File: src/rtl/uft_pkg.sv
package uft_pkg;
   // Run-time frame format, captured on the accept cycle
   typedef struct packed {
      logic [1:0] len_code;
      logic       par_en;
      logic       par_odd;
      logic       stop_two;
      logic       msb_first;
      logic       line_inv;
   } uft_mode_t;
endpackage

File: src/rtl/uft_frame_build.sv
module uft_frame_build #(
   parameter int DATA_W  = 8,
   parameter int MIN_LEN = 5,
   parameter int FRAME_W = DATA_W + 4,
   parameter int CNT_W   = $clog2(FRAME_W + 1)
) (
   input  logic [DATA_W-1:0]  word,
   input  uft_pkg::uft_mode_t mode,
   output logic [FRAME_W-1:0] frame,
   output logic [CNT_W-1:0]   frame_len
);
   // Positive-logic image of the frame, element 0 goes out first
   logic [DATA_W-1:0] field;
   logic              par_bit;
   int                nbits;
   int                pos;

   always_comb begin
      nbits   = MIN_LEN + int'(mode.len_code);
      field   = '0;
      par_bit = mode.par_odd;
      for (int i = 0; i < DATA_W; i++) begin
         if (i < nbits) begin
            field[i] = mode.msb_first ? word[nbits-1-i] : word[i];
            par_bit  = par_bit ^ word[i];
         end
      end
      frame    = '1;
      frame[0] = 1'b0;
      for (int i = 0; i < DATA_W; i++) begin
         if (i < nbits) frame[1+i] = field[i];
      end
      pos = 1 + nbits;
      if (mode.par_en) begin
         frame[pos] = par_bit;
         pos        = pos + 1;
      end
      pos       = pos + (mode.stop_two ? 2 : 1);
      frame_len = CNT_W'(pos);
   end
endmodule

File: src/rtl/uft_bit_timer.sv
module uft_bit_timer #(
   parameter int TICKS = 16,
   parameter int TW    = (TICKS > 1) ? $clog2(TICKS) : 1
) (
   input  logic clk,
   input  logic rst_n,
   input  logic restart,
   input  logic tick,
   output logic bit_end
);
   logic [TW-1:0] cnt;
   logic          at_last;

   assign at_last = (cnt == TW'(TICKS - 1));
   assign bit_end = tick & at_last & ~restart;

   generate
      if ((1 << TW) == TICKS) begin : g_wrap
         // power-of-two span: natural wrap, no compare in the next-state path
         always_ff @(posedge clk) begin
            if (!rst_n || restart) cnt <= '0;
            else if (tick)         cnt <= cnt + 1'b1;
         end
      end else begin : g_cmp
         always_ff @(posedge clk) begin
            if (!rst_n || restart) cnt <= '0;
            else if (tick)         cnt <= at_last ? '0 : cnt + 1'b1;
         end
      end
   endgenerate
endmodule

File: src/rtl/uft_frame_shift.sv
module uft_frame_shift #(
   parameter int FRAME_W = 12,
   parameter int CNT_W   = $clog2(FRAME_W + 1)
) (
   input  logic               clk,
   input  logic               rst_n,
   input  logic               load,
   input  logic [FRAME_W-1:0] frame,
   input  logic [CNT_W-1:0]   frame_len,
   input  logic               bit_end,
   output logic               busy,
   output logic               cur_bit
);
   logic [FRAME_W-1:0] sh;
   logic [CNT_W-1:0]   left;

   always_ff @(posedge clk) begin
      if (!rst_n) begin
         sh   <= '1;
         left <= '0;
         busy <= 1'b0;
      end else if (load) begin
         sh   <= frame;
         left <= frame_len;
         busy <= 1'b1;
      end else if (busy && bit_end) begin
         sh   <= {1'b1, sh[FRAME_W-1:1]};
         left <= left - 1'b1;
         if (left == CNT_W'(1)) busy <= 1'b0;
      end
   end

   assign cur_bit = busy ? sh[0] : 1'b1;
endmodule

File: src/rtl/uart_frame_tx.sv
module uart_frame_tx #(
   parameter int DATA_W        = 8,
   parameter int MIN_LEN       = 5,
   parameter int TICKS_PER_BIT = 16
) (
   input  logic              clk,
   input  logic              rst_n,
   input  logic              baud_tick,
   input  logic [DATA_W-1:0] in_data,
   input  logic              in_valid,
   output logic              in_ready,
   input  logic [1:0]        len_sel,
   input  logic              par_en,
   input  logic              par_odd,
   input  logic              stop_two,
   input  logic              msb_first,
   input  logic              line_inv,
   output logic              tx_line,
   output logic              tx_busy
);
   localparam int FRAME_W = DATA_W + 4;
   localparam int CNT_W   = $clog2(FRAME_W + 1);

   generate
      if (MIN_LEN + 3 > DATA_W || MIN_LEN < 1) begin : g_bad_len
         $error("uart_frame_tx: length codes exceed DATA_W");
      end
      if (TICKS_PER_BIT < 2) begin : g_bad_ticks
         $error("uart_frame_tx: TICKS_PER_BIT must be at least 2");
      end
   endgenerate

   uft_pkg::uft_mode_t mode_in;
   logic [FRAME_W-1:0] frame;
   logic [CNT_W-1:0]   frame_len;
   logic               accept;
   logic               bit_end;
   logic               busy;
   logic               cur_bit;
   logic               inv_q;

   assign mode_in  = '{len_code: len_sel, par_en: par_en, par_odd: par_odd,
                       stop_two: stop_two, msb_first: msb_first, line_inv: line_inv};
   assign accept   = in_valid & ~busy;
   assign in_ready = ~busy;
   assign tx_busy  = busy;

   uft_frame_build #(.DATA_W(DATA_W), .MIN_LEN(MIN_LEN), .FRAME_W(FRAME_W), .CNT_W(CNT_W)) u_build (
      .word(in_data), .mode(mode_in), .frame(frame), .frame_len(frame_len));

   uft_bit_timer #(.TICKS(TICKS_PER_BIT)) u_timer (
      .clk(clk), .rst_n(rst_n), .restart(accept), .tick(baud_tick), .bit_end(bit_end));

   uft_frame_shift #(.FRAME_W(FRAME_W), .CNT_W(CNT_W)) u_shift (
      .clk(clk), .rst_n(rst_n), .load(accept), .frame(frame), .frame_len(frame_len),
      .bit_end(bit_end), .busy(busy), .cur_bit(cur_bit));

   // polarity follows the input while idle, frozen while a frame runs
   always_ff @(posedge clk) begin
      if (!rst_n)    inv_q <= 1'b0;
      else if (!busy) inv_q <= line_inv;
   end

   assign tx_line = inv_q ^ cur_bit;
endmodule

File: config.mk
export PLATFORM = sky130hd
export DESIGN_NAME = uart_frame_tx
export DESIGN_NICKNAME = d
export VERILOG_FILES = /design/src/rtl/uft_pkg.sv /design/src/rtl/uft_frame_build.sv /design/src/rtl/uft_bit_timer.sv /design/src/rtl/uft_frame_shift.sv /design/src/rtl/uart_frame_tx.sv
export SDC_FILE = /design/constraint.sdc
export NUM_CORES = 1
export LEC_CHECK = 0
export BUFFER_PORTS_ARGS = -buffer_cell sky130_fd_sc_hd__buf_2
export CORE_MARGIN = 2
export CORE_UTILIZATION = 45
export DETAILED_ROUTE_END_ITERATION = 10
export PLACE_DENSITY = 0.74
export SKIP_CTS_REPAIR_TIMING = 1
export SLEW_MARGIN = 15
export SYNTH_ARGS = -nofsm -noshare
export SYNTH_HDL_FRONTEND = slang
export SYNTH_SLANG_ARGS = --single-unit
export TNS_END_PERCENT = 50
File: constraint.sdc
create_clock -name clk -period 5.6 [get_ports clk]
set_input_delay 0 -clock clk [delete_from_list [all_inputs] [get_ports clk]]
set_output_delay 0 -clock clk [all_outputs]
set_load 0.05 [all_outputs]
==> run summary, run 1 <==
After clock tree synthesis, the clock-pin slew on the worst setup and hold paths is 0.08 ns. The run gives 1328 as the via count of the first global-routing pass. At the end of the flow, the number of nets in the layout was 253. A synthesized cell averages 9.41 sq um. The floorplan step set the die width to 68.8 um.

The start point of the worst min-delay path is in_valid. The number of nets handed over by synthesis was 236. The post-synthesis instance area came out at 0.00189 sq mm. The sequential area share after synthesis was 0.233; the final worst hold slack was 0.0135 ns.

The antenna violation net count after detailed routing is 0. The number of synthesis warnings was 0. In the synthesized netlist, the number of instances is 201. The area share of the largest cell type after synthesis works out to 0.233. The end point of the most critical hold path is u_shift.busy. After floorplanning, the core was divided into 23 placement rows. The later pin in the worst-skew pair is clocked with a latency of 0.27 ns. On the final layout, the worst clock skew is 0.00747 ns. By area the synthesized netlist is led by dfxtp_1, mux2i_1, ha_1, mux4_1, xnor2_1. Power spread over the standard cell area amounts to 221 mW/mm^2.

Summing over every cut layer, the via total after detailed routing is 1516. Half-perimeter wire length after placement: 2.95 mm. Setup violations remaining at the end of the flow were counted as 0. In this run the worst path has a maximum fanout of 15. The pre-antenna-repair detailed-routing pass consisted of 4 iterations. The initial standard-cell utilization of the core was 0.469; the initial antenna violation count was 0. The largest area contributor in the synthesized netlist is dfxtp_1. The async set-reset flop share out of synthesis is 0, and the wire length per cell is 14.8 um. Max-cap violations in this run came to 0. The logs give 440 sq um for the register cell area after layout and 0 ns for the final total negative setup slack. After detailed routing, the number of vias per cell comes to 5.68.

The run gives 22 as the top-level I/O count. The vertical extent of the die was 68.8 um; the required time of the critical path was 5.77 ns. The flow ran to the end, and the final reports show no timing, DRC or antenna violations.

The multi-input combinational cells in the finished layout cover a total of 0.00135 sq mm. The tools report the endpoint of the worst-slack reg-to-reg timing path as u_shift.sh[5]. The worst setup path is captured at a flip-flop. The H-tree level count was 1. The number of fill cells in the layout was 387. The total overflow left after global routing is 0. The count of inserted antenna diode cells came out at 0.

The run gives 0.868 as the global placement routability congestion. The top flip-flop cell by instance count after synthesis is dfxtp_1. The number of sinks driven by the clock tree was 22; the final max-slew violation count was 0.

The clock period could shrink to 2.16 ns. The final hold violation count is 0, and the starting DRC count in detailed routing is 98. The worst hold path passes through 3 cells. Counting instances in the post-synthesis netlist gives the leading cell types as dfxtp_1, nand2_1, mux2i_1. Timing would allow up to 463 MHz. TritonCTS built the clock tree. Setup repair after global routing left no endpoint under its margin.

The maximum number of pins on one net before global-route repair came out at 18. Category of the critical setup timing path: reg2reg. The port buffer count works out to 21. The number of flops mapped to enable cells by yosys was 0; the leakage power total was 0.000880 uW. The startpoint of the lowest-slack register-to-register path was u_timer.cnt[0]. The fraction of final layout cells sized beyond drive strength 1 came out at 0.175.

For the worst flop-to-flop path, the logic depth is 6. The placeable core region was 0.00403 sq mm. The tools report the library cell used as clock root buffer as clkbuf_8.

The clock passes through at most 2 buffers. The flop-to-flop setup slack was 3.44 ns; the total global routing track utilization was 0.180. The die outline area is 0.00474 sq mm, and the measured slew at the worst slew-check pin is 0.750 ns.

The layout-stage area growth over the synthesis result is 10.3%. The sort of element at the start of the critical path was a flip-flop. The remaining max-slew budget at the tightest pin was 0.499; the sum of internal, switching and leakage power was 461 uW. The logs give 3.96 mm for the final wirelength and 3 for the CTS buffer count. Counting flops and latches in the post-synthesis netlist gives 22. The netlist uses 42 different library cells. The tools report the post-route DRC violation count as 0. Arrival time at the worst endpoint: 2.32 ns. The first global-routing pass estimated 6.37 mm of wire.

Ratio of final minimum period to clock period: 0.386. Type of the most critical hold path: in2reg. VDD sags by at most 0.0735 mV.
[registers in the layout, indices dropped and copies added, names as in the netlist]
register and count:
inv_q 1, u_shift.busy 1, u_shift.left 4, u_shift.sh 12, u_timer.cnt 4
[metal layers]
metal  global-route usage  share of wire  vias to the layer above
li1                     -              -                      763
met1                0.256           0.48                      714
met5                    0              0                        -
met4               0.0588          0.018                        0
met3               0.0130          0.034                        7
met2                0.288           0.46                       32
[cells by family (layout without fill, tap and decap cells)]
group / Yosys count / after routing / synth area share
simple gates: 54 / 54 / 0.132
compound gates: 40 / 40 / 0.151
mux: 29 / 29 / 0.223
flops: 22 / 22 / 0.233
buf+inv: 21 / 37 / 0.0549
xor+xnor: 19 / 19 / 0.0960
fa+ha+maj: 16 / 16 / 0.110
[stage by stage]
stage	util	instances	setup WS [ns]	cell area (sq um)
2_1_floorplan	-	201	3.65	1890
3_3_place_gp	0.498	262	3.26	2000
6_report	0.518	267	3.44	2090
3_5_place_dp	0.498	262	3.18	2000
5_1_grt	0.518	267	3.25	2090
4_1_cts	0.515	266	3.44	2080
[worst max-delay path by stage]
stage	from	to	cells after the start
CTS	u_timer.cnt[0]	u_shift.sh[5]	6
detailed placement	len_sel[0]	u_shift.left[3]	10
global placement	len_sel[0]	u_shift.left[3]	10
floorplan	len_sel[0]	u_shift.left[3]	11
finish	u_timer.cnt[0]	u_shift.sh[5]	6
global route	len_sel[0]	u_shift.left[3]	10
[area by class of cell]
| type | count | area share |
|---|---|---|
| clock buffer | 3 | 0.0198 |
| clock inverter | 1 | 0.0144 |
| inverter | 10 | 0.0204 |
| multi-input combinational | 158 | 0.645 |
| sequential | 22 | 0.211 |
| tap | 50 | 0.0300 |
| timing repair buffer | 23 | 0.0588 |
[power by group]
| part | internal [uW] | switching, uW |
|---|---|---|
| clock network | 95.6 | 52.7 |
| registers | 167 | 7.40 |
| logic | 63.3 | 74.7 |
[critical path, stage by stage (launching register included)]
cell     delay, ns
dfxtp_1       0.37
ha_1          0.16
nand2_1       0.12
nor2_2        0.63
mux2i_1       0.37
a21oi_1       0.11
a211o_1       0.30
[placed cells by master (no fill, tap or decap), drive strengths merged, types with 3 or more instances in the layout]
cell,n
a21oi,5
nand2,22
buf,22
o21ai,8
clkbuf,3
inv,10
mux4,9
xor2,6
dfxtp,22
nand3,4
xnor2,12
o211ai,3
mux2i,20
nor2,16
ha,15
nor2b,6
(Power assumes the default switching activity.)
==> run 2: changes to the inputs <==
ABC_AREA = 1   (was not set)
clock period = 2.2 ns   (was 5.6 ns; I/O delays follow)
==> run summary, run 2 <==
The flow ran to the end, but the final reports show violations. The checks that failed: negative hold slack. The delay of the slowest critical-path stage was 0.39 ns; the count of max-cap constraint violations was 0. For the global placement routability congestion, the log shows 1.01. The type of the most critical hold path is in2reg. The most numerous cell type found on the critical path is nand2_4. For this design the ratio of total power to cell area is 540 mW/mm^2. The wire length per cell is 12.3 um, and the top-level I/O count is 22. nand2_1 takes more of the synthesized area than any other cell.

The largest fanout of any net on the critical path was 15; the first-pass GRT wire length was 8.61 mm. The count of buffers added on input and output ports is 21. For the antenna violation net count after detailed routing, the log shows 0. The area share of the largest cell type after synthesis was 0.217. The flop-to-flop setup slack is 0.53 ns, and the maximum number of pins on one net before global-route repair is 22.

Counting flops and latches in the post-synthesis netlist gives 22. The floorplan step set the die width to 73.6 um. The tools report the placeable core region as 0.00469 sq mm.

The tools report the remaining max-slew budget at the tightest pin as 0.792. The critical path is of the reg2reg type. The worst setup path is launched from a flip-flop.

For the final routed database, the setup TNS stands at 0 ns. Per-instance average area after synthesis: 6.18 sq um. The tools report the die outline area as 0.00542 sq mm.

STA puts the critical path data required time at 2.35 ns. By instance count, the leading cell after synthesis is nand2_1. The worst setup path is captured at a flip-flop. The largest registers in the layout are u_shift.sh: 12 flops, u_shift.left: 4 flops, u_timer.cnt: 4 flops.

Half-perimeter wire length after placement: 4.07 mm. The logs give 0 for the count of inserted antenna diode cells and 4 for the number of detailed-routing iterations run before antenna repair. For this design, the sink count on the clock tree is 22. Setup repair after global routing left no endpoint under its margin. Row generation in the floorplan step produced 25 rows.

The run gives 0.465 as the initial standard-cell utilization of the core. u_shift.sh holds more flip-flops than any other register. Final layout net count: 406.

The tools report the library cell used as clock root buffer as clkbuf_8. The clock skew came out at 0.00671 ns. Total global routing track utilization: 0.200. The async set-reset flop share out of synthesis is 0, and the utilization after layout is 0.501. In this run the vertical extent of the chip is 73.6 um.

The leakage power total is 0.00130 uW. Leaving out fill and tap cells, the most frequent cell in the layout is nand2_1. The signal on the critical path passes through ha_1, nand3_2, nor2_4, nand2_4, nand2_4, inv_4, a211oi_1, a211oi_2. In this run the critical register-to-register path is captured at u_shift.left[1].

The path with the worst hold slack has its endpoint at inv_q. The layout-stage area growth over the synthesis result is 7.75%. The startpoint of the lowest-slack register-to-register path was u_timer.cnt[1]. Yosys attributes the largest share of cell area to nand2_1, dfxtp_1, nand3_1, ha_1, inv_1. The final worst hold slack was -0.0235 ns; the number of setup violations in the final report was 0.

The worst hold path passes through 3 cells. The tools report the H-tree level count as 1. The sequential area share after synthesis was 0.202.

TritonCTS built the clock tree. The ratio of final minimum period to clock period was 0.757; the final wirelength was 5.23 mm. Counting distinct cell types in the post-synthesis netlist gives 34.

The total global routing overflow was 0. After synthesis the cells add up to 0.00218 sq mm. After synthesis, the most frequently instantiated cells are nand2_1, nand3_1, inv_1.

The fraction of final layout cells sized beyond drive strength 1 is 0.159. Flip-flop count of the largest register after layout: 12. No sink is reached through more buffers than the 2 on the longest clock path. The number of clock buffers added by TritonCTS is 3. The run gives 0.302 mV as the maximum VDD drop. For the pin with the worst max-slew slack, the measured transition is 0.313 ns.

The number of cells on the worst reg-to-reg path is 8. The first routing iteration left 179 violations. Start point of the worst min-delay path: line_inv. The run gives 1876 as the via count of the first global-routing pass.

The number of nets in the synthesized netlist is 388. The upper clock frequency limit was 600 MHz. The critical path's slowest cell was dfxtp_1. The library cells used most frequently in the layout, excluding fill and tap cells, are nand2_1, nand3_1, inv_1. Among all flip-flop cells after synthesis, the most frequent one is dfxtp_1. At the later pin of the worst-skew pair, clock insertion delay measures 0.27 ns. Counting every instance in the synthesized netlist gives 353. The total via count after detailed routing was 2207; the final period demand of the worst path was 1.67 ns.

Clock-pin slew was measured on the worst setup and hold paths at 0.08 ns. For the final max-slew violation count, the log shows 0. The post-route DRC violation count is 0.

The logs give 0 for the initial antenna violation count and 1.81 ns for the arrival time at the worst endpoint. The detail-routed via count per cell is 5.21, and the number of synthesis warnings is 0. The synthesized design contains 0 enable-type register cells. The run gives 1 as the final hold violation count.
==> run 2: cell count changes in the layout (fill, tap and decap cells not counted), sizes merged, moves of 4 or more <==
cell	previous run	this run
a21oi	5	14
nor2b	6	0
o21ai	8	16
inv	10	46
mux4	9	0
nand2	22	137
xor2	6	2
mux2i	20	1
nand3	4	54
xnor2	12	2
==> run 2: cells by family (layout without fill, tap and decap cells) <==
| family | Yosys count | in the layout | synth area share |
|---|---|---|---|
| AOI/OAI and AO/OA | 40 | 40 | 0.106 |
| and+or+nand+nor | 213 | 213 | 0.451 |
| muxes | 1 | 1 | 0.00459 |
| buffers and inverters | 57 | 74 | 0.126 |
| DFF | 22 | 22 | 0.202 |
| xor gates and xnor gates | 4 | 4 | 0.0161 |
| adders and majority gates | 16 | 16 | 0.0952 |
==> run 2: area by class of cell <==
type | instances | area (sq um)
clock buffers | 3 | 41.3
repair buffers | 23 | 120
multi-input cells | 274 | 1470
clock inverters | 1 | 30.0
flip-flops and latches | 22 | 440
inverters | 47 | 184
well taps | 54 | 67.6
fillers | 502 | 2340
==> run 2: worst max-delay path by stage <==
stage | start | endpoint | cells past startpoint
floorplan | u_shift.busy | u_shift.left[1] | 6
detailed placement | len_sel[0] | u_shift.left[3] | 11
global placement | len_sel[0] | u_shift.left[3] | 11
finish | u_timer.cnt[1] | u_shift.left[1] | 8
CTS | u_timer.cnt[1] | u_shift.left[1] | 8
global route | len_sel[0] | u_shift.left[3] | 11
==> run 2: through the flow <==
stage	total power (uW)	cell area [sq um]	cells	setup WS [ns]	hold slack [ns]
5_1_grt	1350	2350	424	0.375	0.00588
3_3_place_gp	888	2280	420	0.308	0.252
4_1_cts	1280	2350	424	0.513	-0.0281
2_1_floorplan	803	2180	353	0.387	0.138
6_report	1270	2350	424	0.534	-0.0235
3_5_place_dp	896	2280	420	0.276	0.263
==> run 2: metal layers <==
layer	up-vias	track usage	routed length, um
li1	1160	-	-
met1	999	0.299	2570
met4	0	0.0343	25
met2	46	0.309	2390
met5	-	0	0
met3	2	0.0247	245
==> run 2: power by group <==
part / internal [uW] / switching, uW / total (uW)
sequential: 429 / 19.1 / 448
clock: 243 / 136 / 380
combinational: 150 / 292 / 442
==> run 2: worst max-delay path, delay by kind of cell (launching register included) <==
family / cells / cell delay, ns
compound gates: 2 / 0.30
flops: 1 / 0.39
fa+ha+maj: 1 / 0.20
simple gates: 4 / 0.53
buf+inv: 1 / 0.12
==> run 3: changes to the inputs <==
clock period = 1.7 ns   (was 2.2 ns; I/O delays follow)
==> run summary, run 3 (synthesis gave the netlist of run 2 again) <==
The layout-stage area growth over the synthesis result works out to 9.52%. TritonCTS created 3 clock buffers. TritonCTS built the clock tree.

End point of the most critical hold path: inv_q. The checks that failed: negative hold slack. The die width was 73.6 um; the switching power share of the total was 0.375. The filler cells instantiated in the layout total 483.

Entering global routing, the biggest net connects 22 pins. The run gives 0.214 as the proportion of power drawn by the clock network. The finished cells cover 0.00239 sq mm.

Measured in cells, the most critical reg-to-reg path has a length of 8. Total global routing track utilization: 0.193. Power density normalized to cell area: 620 mW/mm^2.

The final worst hold slack is -0.00677 ns, and the measured slew at the worst slew-check pin is 0.295 ns. The detail route stage leaves a number of antenna-violating nets equal to 0. The fraction of final layout cells sized beyond drive strength 1 is 0.180, and the total via count after detailed routing is 2233.

The number of setup violations in the final report is 0, and the vertical extent of the die is 73.6 um. The internal portion of the total power is 926 uW. For the clock latency at the later pin of the worst-skew pair, the log shows 0.26 ns. The tightest min-delay check is of the in2reg type.

The largest fanout of any net on the critical path was 15; the flop-to-flop setup slack was 0.21 ns. The analysis attributes to net switching a power of 556 uW. The kind of end point of the critical path was a flip-flop.

The relative contribution of combinational cells to total power is 0.394. The clock transition at the registers of the reported paths was 0.07 ns; the post-route DRC violation count was 0. u_shift.sh holds more flip-flops than any other register. The final max-slew violation count was 0; the clock skew was 0.00197 ns. In the final routed layout, each cell accounts on average for 11.4 um. The flip-flop count of the largest register after layout was 12. The via count of the first global-routing pass came out at 2022. Final hold violation count: 1. The worst path needs 1.49 ns of the cycle, external delays included.

The port buffer count is 21, and the number of cell rows is 25. The library cell used as clock root buffer was clkbuf_8. Wires add up to 4.93 mm. No sink is reached through more buffers than the 2 on the longest clock path. The final total negative setup slack was 0 ns; the detail-routed via count per cell was 5.17. The number of cells on the worst hold path was 3; the number of sinks driven by the clock tree was 22.

At the end of the flow, the number of nets in the layout was 415. The first global-routing pass estimated 8.59 mm of wire. The logs give 0 for the total global routing overflow and 3.91 mm for the half-perimeter wire length after placement. Leaving out fill and tap cells, the most frequent cell in the layout is nand2_1.

The tools report the sort of element at the start of the critical path as a flip-flop. The worst setup path is of the reg2reg kind. The congestion estimate from routability-driven global placement came to 0.931. The total area inside the core boundary comes to 0.00469 sq mm. For this run, the top clock speed supported by timing is 669 MHz. In this run, the number of DRC markers left after iteration 0 of detailed routing was 167. The worst register-to-register path ends at u_shift.left[1]. In this run the critical register-to-register path is launched from u_timer.cnt[1]. The remaining max-slew budget at the tightest pin was 0.803; the count of inserted antenna diode cells was 0. The tools report the start point of the worst min-delay path as line_inv.

The initial standard-cell utilization of the core is 0.465. Setup repair after global routing left no endpoint under its margin. For the top-level I/O count, the log shows 22.

For the H-tree level count, the log shows 1. The first detailed-routing pass ran for 4 iterations. The run gives 0 as the count of max-cap constraint violations.

Leaving out fill and tap cells, the most frequent cells in the layout are nand2_1, nand3_1, inv_1. The logs give 1.85 ns for the required time of the critical path and 0.00542 sq mm for the die outline area. The ratio of final minimum period to clock period was 0.879.

The run gives 1.64 ns as the arrival time at the worst endpoint. In the final layout, the registers with the most flip-flops are u_shift.sh: 12 flops, u_shift.left: 4 flops, u_timer.cnt: 4 flops. The run finished, with violations left. For this design the static power due to leakage is 0.00133 uW. After detailed placement, the total cell area comes to 0.00235 sq mm. The initial antenna violation count came out at 0. The utilization after layout is 0.509. The register share of total power is 0.392.

VDD sags by at most 0.314 mV.
-- run 3: per-stage QoR --
step / power (uW) / cells / setup slack (ns)
floorplan: 1040 / 353 / 0.0278
global placement: 1160 / 429 / 0.0379
detailed placement: 1170 / 429 / -0.0458
CTS: 1490 / 432 / 0.184
global route: 1600 / 432 / 0.0345
finish: 1480 / 432 / 0.206
-- run 3: layout make-up --
type,count,area (sq um),area share
multi-input combinational,274,1470,0.614
sequential,22,442,0.185
timing repair buffer,32,188,0.0786
inverter,47,184,0.0770
tap,54,67.6,0.0283
clock buffer,3,41.3,0.0173
-- run 3: critical path: stages (launching register included) --
cell and delay [ns]:
dfxtp_1 0.37, ha_1 0.19, nand3_2 0.11, nor2_4 0.16, nand2_4 0.08, nand2_4 0.10, inv_4 0.09, a211oi_1 0.22
a211oi_2 0.05
-- run 3: worst max-delay path by stage --
stage | to | start | slack [ns]
2_1_floorplan | u_shift.left[1] | len_sel[0] | 0.03
3_3_place_gp | u_shift.left[3] | len_sel[0] | 0.04
3_5_place_dp | u_shift.left[3] | len_sel[1] | -0.05
4_1_cts | u_shift.left[1] | u_timer.cnt[1] | 0.18
5_1_grt | u_shift.left[3] | len_sel[1] | 0.03
6_report | u_shift.left[1] | u_timer.cnt[1] | 0.21
-- run 3: power by group through the flow --
stage          logic [uW]  registers, uW  clock network (uW)
6_report              584            580                 318
5_1_grt               669            585                 346
4_1_cts               585            580                 327
3_5_place_dp          583            591                   0
3_3_place_gp          570            590                   0
2_1_floorplan         446            593                   0
-- run 3: per-layer routing --
| layer | GRT usage | up-vias | routed length [um] |
|---|---|---|---|
| met2 | 0.314 | 50 | 2270 |
| met5 | 0 | - | 0 |
| li1 | - | 1181 | - |
| met1 | 0.276 | 1000 | 2420 |
| met4 | 0.0182 | 0 | 15 |
| met3 | 0.0329 | 2 | 220 |
